--- config.mk ---
export PLATFORM = sky130hd
export DESIGN_NAME = pulse_timer
export DESIGN_NICKNAME = d
export VERILOG_FILES = /design/src/rtl/pulse_timer_pkg.sv /design/src/rtl/pulse_timer_ctrl.sv /design/src/rtl/pulse_timer_dp.sv /design/src/rtl/pulse_timer.sv
export SDC_FILE = /design/constraint.sdc
export NUM_CORES = 1
export LEC_CHECK = 0
export CELL_PAD_IN_SITES_DETAIL_PLACEMENT = 0
export CELL_PAD_IN_SITES_GLOBAL_PLACEMENT = 1
export CORE_ASPECT_RATIO = 0.6
export CORE_UTILIZATION = 47
export DETAILED_ROUTE_END_ITERATION = 7
export PLACE_DENSITY_LB_ADDON = 0.1
export SYNTH_ARGS = -nofsm -noshare
export SYNTH_HDL_FRONTEND = slang
export SYNTH_SLANG_ARGS = --single-unit
export TNS_END_PERCENT = 30
--- constraint.sdc ---
create_clock -name clk -period 5.4 [get_ports clk]
set_input_delay 1.08 -clock clk [delete_from_list [all_inputs] [get_ports clk]]
set_output_delay 1.08 -clock clk [all_outputs]
set_load 0.01 [all_outputs]
--- src/rtl/pulse_timer_pkg.sv ---
package pulse_timer_pkg;
  // Register addresses; the control bit order is decoded by the control unit.
  localparam int REG_CTRL = 0;
  localparam int REG_DUTY = 1;
  localparam int REG_PER  = 2;
  localparam int REG_FF   = 3;

  // Strobes from control to datapath, valid for one cycle.
  typedef struct packed {
    logic adv;      // counter advances
    logic clr;      // counter forced to zero
    logic hit0;     // duty match on an advance
    logic hit1;     // period match on an advance
    logic reload;   // buffer copied to active duty
    logic capRise;  // capture into rising register
    logic capFall;  // capture into falling register
    logic bufEn;    // duty writes go to buffer only
    logic ld0;      // duty write
    logic ld1;      // period write
    logic ldFf;     // flip-flop load
  } strobe_t;
endpackage

--- src/rtl/pulse_timer_ctrl.sv ---
module pulse_timer_ctrl
  import pulse_timer_pkg::*;
#(
  parameter int ADDR_W = 2
) (
  input  logic              clk,
  input  logic              rstN,
  input  logic              tickEn,
  input  logic              extIn,
  input  logic              wrEn,
  input  logic [ADDR_W-1:0] wrAddr,
  input  logic [3:0]        wrBits,
  input  logic              eq0,
  input  logic              eq1,
  output strobe_t           st
);
  logic runQ, evtQ, bufQ, capQ, extQ;
  logic ldCtrl, rise, fall, stop, adv;

  assign ldCtrl = wrEn && (wrAddr == ADDR_W'(REG_CTRL));

  always_ff @(posedge clk or negedge rstN) begin
    if (!rstN) begin
      {capQ, bufQ, evtQ, runQ} <= '0;
      extQ <= 1'b0;
    end else begin
      if (ldCtrl) {capQ, bufQ, evtQ, runQ} <= wrBits;
      extQ <= extIn;
    end
  end

  assign rise = extIn & ~extQ;
  assign fall = ~extIn & extQ;
  assign stop = ~runQ | (ldCtrl & ~wrBits[0]);
  assign adv  = ~stop & (evtQ ? rise : tickEn);

  always_comb begin
    st         = '0;
    st.adv     = adv;
    st.clr     = stop;
    st.hit0    = adv & eq0;
    st.hit1    = adv & eq1;
    st.reload  = adv & eq1 & bufQ;
    st.capRise = capQ & rise;
    st.capFall = capQ & fall;
    st.bufEn   = bufQ;
    st.ld0     = wrEn && (wrAddr == ADDR_W'(REG_DUTY));
    st.ld1     = wrEn && (wrAddr == ADDR_W'(REG_PER));
    st.ldFf    = wrEn && (wrAddr == ADDR_W'(REG_FF));
  end

  // in event mode an advance needs a rising edge seen at the pin.
  a_r5_event_edge: assert property (@(posedge clk) disable iff (!rstN)
    (evtQ && st.adv) |-> (extIn && !extQ));
endmodule

--- src/rtl/pulse_timer_dp.sv ---
module pulse_timer_dp
  import pulse_timer_pkg::*;
#(
  parameter int CNT_W = 16
) (
  input  logic             clk,
  input  logic             rstN,
  input  strobe_t          st,
  input  logic [CNT_W-1:0] wrData,
  output logic             eq0,
  output logic             eq1,
  output logic             ffQ,
  output logic             irq0,
  output logic             irq1,
  output logic [CNT_W-1:0] cnt,
  output logic [CNT_W-1:0] capR,
  output logic [CNT_W-1:0] capF
);
  localparam logic [CNT_W-1:0] CMP_RST = '1;

  logic [CNT_W-1:0] dutyBuf, dutyAct, period;

  assign eq0 = (cnt == dutyAct);
  assign eq1 = (cnt == period);

  always_ff @(posedge clk or negedge rstN) begin
    if (!rstN) begin
      cnt     <= '0;
      dutyBuf <= CMP_RST;
      dutyAct <= CMP_RST;
      period  <= CMP_RST;
      ffQ     <= 1'b0;
      irq0    <= 1'b0;
      irq1    <= 1'b0;
      capR    <= '0;
      capF    <= '0;
    end else begin
      if (st.clr)       cnt <= '0;
      else if (st.hit1) cnt <= '0;
      else if (st.adv)  cnt <= cnt + 1'b1;

      if (st.ld0) dutyBuf <= wrData;
      if (st.ld0 && !st.bufEn) dutyAct <= wrData;
      else if (st.reload)      dutyAct <= dutyBuf;

      if (st.ld1) period <= wrData;

      if (st.ldFf)                 ffQ <= wrData[0];
      else if (st.hit0 || st.hit1) ffQ <= ~ffQ;

      irq0 <= st.hit0;
      irq1 <= st.hit1;

      if (st.capRise) capR <= cnt;
      if (st.capFall) capF <= cnt;
    end
  end

  a_r2_stop_clear: assert property (@(posedge clk) disable iff (!rstN)
    st.clr |=> (cnt == '0));
  a_r3_period_wrap: assert property (@(posedge clk) disable iff (!rstN)
    st.hit1 |=> (cnt == '0) && irq1);
  a_r4_ff_quiet: assert property (@(posedge clk) disable iff (!rstN)
    (!st.hit0 && !st.hit1 && !st.ldFf) |=> $stable(ffQ));
  a_r6_capture_rise: assert property (@(posedge clk) disable iff (!rstN)
    st.capRise |=> (capR == $past(cnt)));
  a_r7_duty_hold: assert property (@(posedge clk) disable iff (!rstN)
    (!st.reload && !(st.ld0 && !st.bufEn)) |=> $stable(dutyAct));
endmodule

--- src/rtl/pulse_timer.sv ---
module pulse_timer
  import pulse_timer_pkg::*;
#(
  parameter int CNT_W  = 16,
  parameter int ADDR_W = 2
) (
  input  logic              clk,
  input  logic              rstN,
  input  logic              tickEn,
  input  logic              wrEn,
  input  logic [ADDR_W-1:0] wrAddr,
  input  logic [CNT_W-1:0]  wrData,
  input  logic              extIn,
  output logic              timerOut,
  output logic              irqCmp0,
  output logic              irqCmp1,
  output logic [CNT_W-1:0]  count,
  output logic [CNT_W-1:0]  capRise,
  output logic [CNT_W-1:0]  capFall
);
  strobe_t st;
  logic    eq0, eq1;

  pulse_timer_ctrl #(.ADDR_W(ADDR_W)) i_ctrl (
    .clk(clk), .rstN(rstN), .tickEn(tickEn), .extIn(extIn),
    .wrEn(wrEn), .wrAddr(wrAddr), .wrBits(wrData[3:0]),
    .eq0(eq0), .eq1(eq1), .st(st)
  );

  pulse_timer_dp #(.CNT_W(CNT_W)) i_dp (
    .clk(clk), .rstN(rstN), .st(st), .wrData(wrData),
    .eq0(eq0), .eq1(eq1), .ffQ(timerOut), .irq0(irqCmp0), .irq1(irqCmp1),
    .cnt(count), .capR(capRise), .capF(capFall)
  );
endmodule

# Yosys cells after proc, flatten, opt, wreduce, memory -nomap -nowiden
# Cells that the tools add are included.
[totals]
reg_bits = 104
in_bits = 23
out_inout_bits = 51
wordCells = 55
[op_classes]
n_addsub = 1
n_eq_ne = 5
n_mux = 8
bitwise_logic = 16
n_reduce_logical = 11
[ops]
columns = ["op", "count"]
rows = [
  ["16-bit 2-to-1 mux", 5],
  ["16-bit == test", 2],
  ["16-bit by 1-bit adder with 16-bit output (second input constant)", 1],
  ["1-bit AND", 9],
  ["1-bit inverter", 6],
  ["1-bit logical AND", 5],
  ["2-bit == test (second input constant)", 2],
  ["2-bit nonzero test", 2],
  ["1-bit 2-to-1 mux", 3],
  ["3-bit nonzero test", 1],
  ["2-bit by 1-bit == test with 1-bit output (second input constant)", 1],
  ["2-bit logical NOT", 1],
  ["1-bit logical NOT", 1],
  ["1-bit logical OR", 1],
  ["1-bit OR", 1],
]

# Longest topological paths before layout
# Gate-level depths: netlist of the first run.
[logic_depth]
ltp_word = 10
depth_mapped = 8
depth_no_buf = 6

# Modules after synthesis
# Synthesis of the first run repeated with hierarchy kept, for this count alone.
[unflattened]
cells_unflattened = 384
hier_area_um2 = 4913.5
[modules_own_cells]
columns = ["module", "instances", "cells_per_inst", "area_per_inst_um2", "seq_area_each_um2"]
rows = [
  ["pulse_timer_dp", 1, 355, 4581.9, 2537.4],
  ["pulse_timer_ctrl", 1, 29, 331.6, 125.1],
]

# Worst setup path after synthesis of the first run
# OpenSTA, ideal clock, no wires.
[synth_timing]
kind = "input -> register"
startpoint = "input port wrAddr[1]"
endpoint = "register i_dp.dutyAct[10]"
setup_time_ns = 0.081
arrival_time_ns = 2.483
t_required_ns = 5.319
slack_ns = 2.836
cell_stages = 7
n_path_buf = 2
cell_sequence = "or3b_1 -> o221a_2 -> buf_6 -> nand2_1 -> o22ai_2 -> buf_2 -> o221a_1"
[synth_via]
elab_chain_len = 9
word_cells_on_any_way = 13
classes_between = "eq/ne (1); mux (1); bitwise (6); reduce/logical (5)"
[synth_rtl]
columns = ["item", "line", "rtl"]
rows = [
  ["start: declaration", "pulse_timer.sv:11", "input logic [ADDR_W-1:0] wrAddr,"],
  ["2-bit logical NOT", "pulse_timer_ctrl.sv:20", "assign ldCtrl = wrEn && (wrAddr == ADDR_W'(REG_CTRL));"],
  ["1-bit logical AND", "pulse_timer_ctrl.sv:20", ""],
  ["1-bit AND", "pulse_timer_ctrl.sv:34", "assign stop = ~runQ | (ldCtrl & ~wrBits[0]);"],
  ["1-bit OR", "pulse_timer_ctrl.sv:34", ""],
  ["1-bit inverter", "pulse_timer_ctrl.sv:35", "assign adv = ~stop & (evtQ ? rise : tickEn);"],
  ["1-bit AND", "pulse_timer_ctrl.sv:35", ""],
  ["1-bit AND (2 in a row)", "pulse_timer_ctrl.sv:43", "st.reload = adv & eq1 & bufQ;"],
  ["2-bit nonzero test (no line)", "--", ""],
  ["end signal: assignment", "pulse_timer_dp.sv:43", "if (st.ld0 && !st.bufEn) dutyAct <= wrData;"],
  ["end signal: assignment", "pulse_timer_dp.sv:44", "else if (st.reload) dutyAct <= dutyBuf;"],
  ["end: declaration", "pulse_timer_dp.sv:21", "logic [CNT_W-1:0] dutyBuf, dutyAct, period;"],
]
# Parallel ways exist; a longest one is shown, timed or not.
# A chain may end at the register's enable or synchronous reset.

# Worst setup path in the final report of the first run
[layout_timing]
startpoint = "input port wrAddr[0]"
endpoint = "register i_dp.dutyAct[2]"
# Same word-level chain as after synthesis.

==> results of run 1 <==
[final timing paths]
kind                                             from  slack [ns]  depth (start not counted)                          end
max                                         wrAddr[0]        2.17                          6  i_dp.dutyAct[2]$_DFFE_PN1P_
min reg2reg                i_dp.period[0]$_DFFE_PN1P_        0.49                          2   i_dp.period[0]$_DFFE_PN1P_
max in group asynchronous                        rstN        3.52                          2   i_dp.period[1]$_DFFE_PN1P_
max reg2reg                   i_dp.cnt[2]$_DFFE_PN0P_        2.75                          6  i_dp.dutyAct[6]$_DFFE_PN1P_
min in group asynchronous                        rstN        0.89                          1      i_dp.cnt[6]$_DFFE_PN0P_
min                        i_dp.period[0]$_DFFE_PN1P_        0.49                          2   i_dp.period[0]$_DFFE_PN1P_
[cells by family (layout without fill, tap and decap cells)]
logic type                 after synthesis  in the layout  share of synthesized area (%)
and+or+nand+nor                        100            100                           11.8
xor gates and xnor gates                34             34                           6.11
AOI/OAI and AO/OA                       55             55                           8.55
buffers and inverters                   46            106                           5.08
muxes                                   59             59                           13.6
DFF                                    104            104                           54.6
adders and majority gates                1              1                          0.257
[critical path, delay by kind of cell]
kind / cells / cell delay, ns
AO/OA/AOI/OAI: 3 / 1.56
buffers and inverters: 1 / 0.53
AND/OR/NAND/NOR: 2 / 0.32
[sequential cells by signal (all words and copies together) (netlist names), 16 cells and up]
signal	count
i_dp.cnt	16
i_dp.period	16
i_dp.capF	16
i_dp.dutyBuf	16
i_dp.dutyAct	16
i_dp.capR	16
[layout by cell type, fill, tap and decap left out, drive strengths merged, types with 6 or more instances in the layout]
| cell | n |
|---|---|
| o21ai | 11 |
| xor2 | 34 |
| nor2 | 6 |
| mux2 | 58 |
| clkdlybuf4s50 | 72 |
| inv | 14 |
| nand2 | 28 |
| nand3 | 8 |
| a31oi | 21 |
| clkbuf | 12 |
| nor4 | 10 |
| dfrtp | 56 |
| o221a | 13 |
| nand3b | 14 |
| or3 | 15 |
| dfstp | 48 |
[layer usage]
metal	track usage, %	up-vias
met2	32.7	95
li1	-	1543
met3	5.43	8
met1	34.5	1704
met4	5.80	0
met5	0	-
[area by class of cell]
| class | count | area [µm²] | area share [%] |
|---|---|---|---|
| clock buffers | 12 | 236 | 4.02 |
| clock inverters | 4 | 46.3 | 0.787 |
| inverters | 14 | 52.6 | 0.893 |
| multi-input cells | 249 | 1960 | 33.4 |
| flip-flops and latches | 104 | 2660 | 45.3 |
| well taps | 135 | 169 | 2.87 |
| repair buffers | 76 | 751 | 12.8 |
[Yosys cell counts (all sizes together)]
cell	number
mux2	58
dfrtp	56
dfstp	48
xor2	34
nand2	28
a31oi	21
buf	19
or3	15
inv	14
nand3b	14
clkbuf	13
o221a	13
o21ai	11
nor4	10
nand3	8
nor2	6
and3	5
nand4	5
o221ai	4
o22ai	3
and3b	2
nor3	2
a21oi	1
a32o	1
a41oi	1
and2	1
ha	1
mux2i	1
nor2b	1
nor3b	1
or2	1
or3b	1
[power by group]
| part | total, mW | internal (mW) | leakage, nW | switching [mW] |
|---|---|---|---|---|
| Combinational | 0.301 | 0.158 | 1.09 | 0.143 |
| Clock | 0.636 | 0.358 | 0.134 | 0.278 |
| Sequential | 1.03 | 0.939 | 1.27 | 0.0868 |
[stage by stage]
stage	hold slack, ns	instances	instance area, µm²	power (mW)
CTS	0.489	594	5880	1.98
floorplan	0.461	399	4870	1.21
detailed placement	0.480	578	5600	1.34
global placement	0.473	578	5600	1.33
global route	0.495	594	5880	2.05
finish	0.491	594	5880	1.96
==> metrics, run 1 <==
die boundary width=about 130 µm; Clock Sinks=approximately 100; Total GRT Usage=22.8%; synth warn=0; Nets=478; Hold Buf Count CTS=0; Final Critical Period=between 3 and 4 ns; fraction of final layout cells sized beyond drive strength 1=slightly below 30%; CP endpoint kind=flop; final hold violation count=0; Highest Signal Layer=met4; setup violators final=0; Syn Area/Cell=approximately 12 µm²; full die area=about 11,000 µm²; achievable clock frequency=0.310 GHz; HPWL Detailed=7710 µm; area leader, netlist=dfrtp_1; Slowest-stage cell, CP=o22ai_2; Area Overhead vs Synth=20.7%; placement row count=28; Routed WL=about 11,000 µm; top cell type's share of synthesized area=28.7%; die span in y=80.9 µm; global-route wire length before repair=between 15,000 and 20,000 µm; iteration-0 DRC count of the detailed router=271; RSZ-0062 raised after global routing=false; Yosys reg bits=approximately 100; Placeable Area=~10000 µm²; HP Class=reg2reg; Mapped Cells=399; Slew @ Worst Pin=1.02 ns; Metal-1 WL=around 5900 µm; IO Pins=74; ant diodes=0; Seq/Total Area, Yosys=a little over half; worst-path fanout max=28; Clock Tree Buf Depth=2; fin util=59.1%; Routed wire per std cell=~19 µm; Crit Path Category=in2reg; syn nets=423; crit-path cells=clkdlybuf4s50_1, or3b_1, o221a_2, nand2_1, o22ai_2, o221a_2; Leak Pwr=2.50 nW; fin worst setup slack=between 2 and 2.5 ns; Worst-Skew Late Latency=between 0.3 and 0.4 ns; starting density of the core=49.0%; GPL Wtd Cong=slightly below 0.8; WL met2=roughly 4800 µm; CP required=5.69 ns; Detailed Routing Iterations Pass 1=4; largest net degree at the start of global routing=between 70 and 80; met3 wire length=about 650 µm; ANT nets after route=0; Rel. slew slack=roughly a third; Max VDD drop=between 0.15 and 0.2 mV; skew final=~0.011 ns; status=completed; # resized after CTS=0; Pwr Density=~330 nW/µm²; total CTS buffers=9; I/O Buffers=73; clock root cell=clkbuf_16; initial antenna violation count=0; setup total negative slack=0 ns; clk slew on worst S/H paths=0.07 ns; final slew viol count=0; crit start category=input port; vias in the first global route=around 3,300; grt total ovfl=0; dpl ws=about 1.9 ns; H-tree Lvls=3; via count=~3,400; CP Data Arrival Time=3.52 ns; synth top area cells=dfrtp_1, dfstp_2, mux2_2; max-cap violations=0; vias per cell=5.64; Mapped Area=between 4000 and 5000 µm²; post-CTS setup buffer count=0; Tcrit/Tclk final=about three fifths; CTS tree=done; Cell variety after synth=38; CP most frequent cell=o221a_2; Fill cells=roughly 820; delay of the slowest critical-path stage=around 0.64 ns; DRC=0
(Power assumes the default switching activity.)
==> run 2, diff against run 1 <==
CORE_UTILIZATION = 43   (was 47)
clock period = 3.3 ns   (was 5.4 ns; I/O delays follow)
==> metrics, run 2 (synthesis gave the netlist of run 1 again) <==
Leak Pwr=2.55 nW; starting density of the core=45.2%; Reg2Reg Setup Slack=approximately 0.75 ns; setup total negative slack=0 ns; met2 global-route usage=between 20% and 30%; Crit Path Category=in2reg; Final Critical Period=2.78 ns; Detailed Routing Iterations Pass 1=4; vias in the first global route=between 3,000 and 4,000; Worst-Skew Late Latency=0.35 ns; final hold violation count=0; crit path capture=i_dp.dutyAct[2]$_DFFE_PN1P_; CP endpoint kind=flop; DRC=0; via count=between 3,000 and 4,000; global-route wire length before repair=roughly 19,000 µm; placement row count=29; HP Class=in2async; fin util=between 50% and 60%; CTS tree=done; Routed WL=approximately 12,000 µm; Max VDD drop=0.267 mV; Nets=roughly 500; Slew @ Worst Pin=between 0.8 and 0.9 ns; Placeable Area=roughly 11,000 µm²; max-cap violations=0; GPL Wtd Cong=~0.77; full die area=between 10,000 and 15,000 µm²; Area Overhead vs Synth=22.5%; final slew viol count=0; commonest non-fill, non-tap cell in the layout=clkdlybuf4s50_1; busiest grt layer=met1; Routed wire per std cell=between 15 and 20 µm; die span in y=around 84 µm; Hold Buf Count CTS=0; Pwr Density=between 500 and 600 nW/µm²; total CTS buffers=9; fin worst setup slack=between 0.5 and 0.6 ns; # resized after CTS=0; CP required=3.59 ns; met3 usage=between 5 and 6%; Tcrit/Tclk final=approximately 84%; setup violators final=0; ANT nets after route=0; r2r startpoint=i_dp.cnt[13]$_DFFE_PN0P_; Worst Setup SP=wrAddr[0]; Total GRT Usage=approximately a fifth; clock root cell=clkbuf_16; Clock Tree Buf Depth=2; H-tree Lvls=3; largest net degree at the start of global routing=72; CP Data Arrival Time=around 3.1 ns; RR Endpoint=i_dp.dutyAct[2]$_DFFE_PN1P_; Fill cells=between 900 and 1,000; achievable clock frequency=between 0.3 and 0.4 GHz; fraction of final layout cells sized beyond drive strength 1=around 31%; HPWL Detailed=between 8000 and 9000 µm; commonest cells after routing, fill and taps aside=clkdlybuf4s50_1, mux2_2, dfrtp_1; RSZ-0062 raised after global routing=false; Clock Sinks=approximately 100; R2R depth=5; post-CTS setup buffer count=0; clk slew on worst S/H paths=around 0.070 ns; die boundary width=139 µm; skew final=just over 0.006 ns; ant diodes=0; grt total ovfl=0; dpl ws=0.174 ns; I/O Buffers=73; status=completed; vias per cell=5.56; iteration-0 DRC count of the detailed router=roughly 250; met1 global-route usage=33.0%; Rel. slew slack=40.2%; IO Pins=74; crit start category=input port; worst-path fanout max=28; hold_ws=about 0.42 ns; initial antenna violation count=0
run 2: power breakdown:
| group | internal [mW] | total [mW] | leakage [nW] | switching, mW |
|---|---|---|---|---|
| clock network | 0.594 | 1.07 | 0.137 | 0.473 |
| logic | 0.271 | 0.525 | 1.14 | 0.254 |
| registers | 1.54 | 1.66 | 1.27 | 0.125 |
| total | 2.40 | 3.25 | 2.55 | 0.851 |
run 2: per-stage QoR:
| stage | cell area (µm²) | power (mW) | instances |
|---|---|---|---|
| after floorplan | 4870 | 1.98 | 399 |
| after global routing | 5970 | 3.41 | 608 |
| after detailed placement | 5680 | 2.21 | 592 |
| final | 5970 | 3.25 | 608 |
| after global placement | 5680 | 2.19 | 592 |
| after CTS | 5970 | 3.28 | 608 |
run 2: how the worst min path moves through the flow:
stage / startpoint / end / slack [ns] / depth (start not counted)
4_1_cts: rstN / i_dp.capR[2]$_DFFE_PN0P_ / 0.46 / 1
2_1_floorplan: rstN / i_ctrl.bufQ$_DFFE_PN0N_ / 0.36 / 0
5_1_grt: i_dp.dutyBuf[0]$_DFFE_PN1P_ / i_dp.dutyBuf[0]$_DFFE_PN1P_ / 0.49 / 2
6_report: rstN / i_dp.capR[2]$_DFFE_PN0P_ / 0.42 / 1
3_3_place_gp: i_dp.capF[7]$_DFFE_PN0P_ / i_dp.capF[7]$_DFFE_PN0P_ / 0.46 / 2
3_5_place_dp: i_dp.capF[7]$_DFFE_PN0P_ / i_dp.capF[7]$_DFFE_PN0P_ / 0.47 / 2
run 2: cell type report:
type	count	area, µm²	share of cell area [%]
sequential	104	2660	44.6
multi-input combinational	249	1960	32.9
timing repair buffer	86	826	13.8
clock buffer	12	236	3.96
tap	139	174	2.91
clock inverter	4	55.1	0.922
inverter	14	52.6	0.880
run 2: per-layer routing:
layer,part of all wire (%),vias to the layer above,wire (µm)
li1,-,1566,-
met1,52,1721,6020
met2,41,86,4700
met3,6.0,9,695
met4,1.0,0,116
met5,0,-,0
run 2: critical path: stages:
cell	delay, ns
clkdlybuf4s50_1	0.53
or3b_1	0.19
o221a_2	0.57
nand2_1	0.14
o22ai_2	0.63
o221a_2	0.34
==> run 3, diff against run 2 <==
clock period = 2.7 ns   (was 3.3 ns; I/O delays follow)
==> metrics, run 3 (synthesis gave the netlist of run 1 again) <==
H-tree Lvls=3; starting density of the core=45.2%; Rel. slew slack=roughly 52%; Buf+Inv Stages, Crit Path=0; WL met2=~4700 µm; Worst Setup SP=i_dp.cnt[15]$_DFFE_PN0P_; delay of the slowest critical-path stage=between 0.6 and 0.7 ns; max-cap violations=0; grt total ovfl=0; final slew viol count=0; HP Class=in2async; crit path capture=i_dp.dutyAct[1]$_DFFE_PN1P_; final hold violation count=0; CP Data Arrival Time=around 2.6 ns; commonest cells after routing, fill and taps aside=clkdlybuf4s50_1, mux2_2, dfrtp_1; Highest Signal Layer=met4; commonest non-fill, non-tap cell in the layout=clkdlybuf4s50_1; Placeable Area=between 10,000 and 15,000 µm²; full die area=~12,000 µm²; GPL Wtd Cong=roughly 0.79; Critical Path Stages=5; Reg2Reg Setup Slack=0.37 ns; CP delay by family, top=compound AO/OA/AOI/OAI gates; Hold Buf Count CTS=0; Crit Path Category=reg2reg; via count=between 3,000 and 4,000; clk slew on worst S/H paths=0.07 ns; skew final=between 0.005 and 0.006 ns; global-route wire length before repair=~18,000 µm; worst-path fanout max=16; CTS tree=done; Worst-Skew Late Latency=about 0.35 ns; # resized after CTS=0; CP required=approximately 3.0 ns; Slew @ Worst Pin=between 0.7 and 0.8 ns; Pwr Density=between 600 and 700 nW/µm²; Post-DP Area=roughly 5700 µm²; ant diodes=0; Clock Tree Buf Depth=2; fraction of final layout cells sized beyond drive strength 1=32.1%; vias in the first global route=3,207; r2r startpoint=i_dp.cnt[15]$_DFFE_PN0P_; status=completed; setup total negative slack=0 ns; crit-path cells=xor2_1, nor4_2, nand4_1, o22ai_2, o221a_2; vias per cell=between 5 and 6; CP endpoint kind=flop; HPWL Detailed=8110 µm; RR Endpoint=i_dp.dutyAct[1]$_DFFE_PN1P_; iteration-0 DRC count of the detailed router=240; Metal-1 WL=5930 µm; Leak Pwr=2.60 nW; Max VDD drop=0.323 mV; Routed wire per std cell=18.5 µm; Final Cell Area=between 6000 and 7000 µm²; DRC=0; Nets=495; RSZ-0062 raised after global routing=false; initial antenna violation count=0; achievable clock frequency=about 0.43 GHz; IO Pins=74; Routed WL=approximately 11,000 µm; total CTS buffers=9; die span in y=84.5 µm; post-CTS setup buffer count=0; Slowest-stage cell, CP=o22ai_2; Tcrit/Tclk final=86.4%; met3 wire length=roughly 720 µm; Detailed Routing Iterations Pass 1=4; Final Critical Period=around 2.3 ns; placement row count=29; Clock Sinks=~100; clock root cell=clkbuf_16; I/O Buffers=73; die boundary width=139 µm; Total GRT Usage=just over 20%; R2R depth=5; ANT nets after route=0; setup violators final=0; fin util=56.2%; largest net degree at the start of global routing=47; Area Overhead vs Synth=24.3%; crit start category=flop
run 3: how the worst min path moves through the flow:
stage                                         from                        to  slack, ns  cells past startpoint
final                                         rstN  i_dp.capR[2]$_DFFE_PN0P_       0.12                      1
after global routing                          rstN  i_dp.capR[2]$_DFFE_PN0P_       0.14                      1
after CTS                                     rstN  i_dp.capF[2]$_DFFE_PN0P_       0.13                      1
after detailed placement  i_dp.capR[7]$_DFFE_PN0P_  i_dp.capR[7]$_DFFE_PN0P_       0.48                      2
after global placement    i_dp.capF[7]$_DFFE_PN0P_  i_dp.capF[7]$_DFFE_PN0P_       0.47                      2
after floorplan                               rstN   i_ctrl.bufQ$_DFFE_PN0N_       0.24                      0
run 3: power by group:
| group | internal [mW] | total (mW) | leakage [nW] | switching (mW) |
|---|---|---|---|---|
| combinational | 0.334 | 0.635 | 1.18 | 0.301 |
| clock | 0.802 | 1.36 | 0.148 | 0.561 |
| sequential | 1.88 | 2.04 | 1.27 | 0.156 |
| total | 3.02 | 4.03 | 2.60 | 1.02 |
run 3: layout make-up:
type | count | area (µm²)
clock buffers | 14 | 275
repair buffers | 93 | 891
clock inverters | 2 | 37.5
well taps | 139 | 174
multi-input cells | 249 | 1960
fillers | 897 | 4720
flip-flops and latches | 104 | 2660
inverters | 14 | 52.6
run 3: metal layers:
metal	up-vias	global-route usage [%]
met4	0	5.15
met5	-	0
met2	94	28.0
met1	1646	32.2
met3	4	5.99
li1	1576	-
run 3: worst reg2reg max path: stages, from the launching register on:
cell	delay (ns)
dfrtp_1	0.50
xor2_1	0.20
nor4_2	0.28
nand4_1	0.31
o22ai_2	0.64
o221a_2	0.34
run 3: metrics by stage:
stage          total power, mW  setup WS [ns]  hold slack, ns  std cells
5_1_grt                   4.23          0.149           0.142        615
2_1_floorplan             2.42          0.676           0.244        399
3_5_place_dp              2.70          0.112           0.476        599
3_3_place_gp              2.68          0.167           0.469        599
4_1_cts                   4.07          0.332           0.134        615
6_report                  4.03          0.367           0.122        615
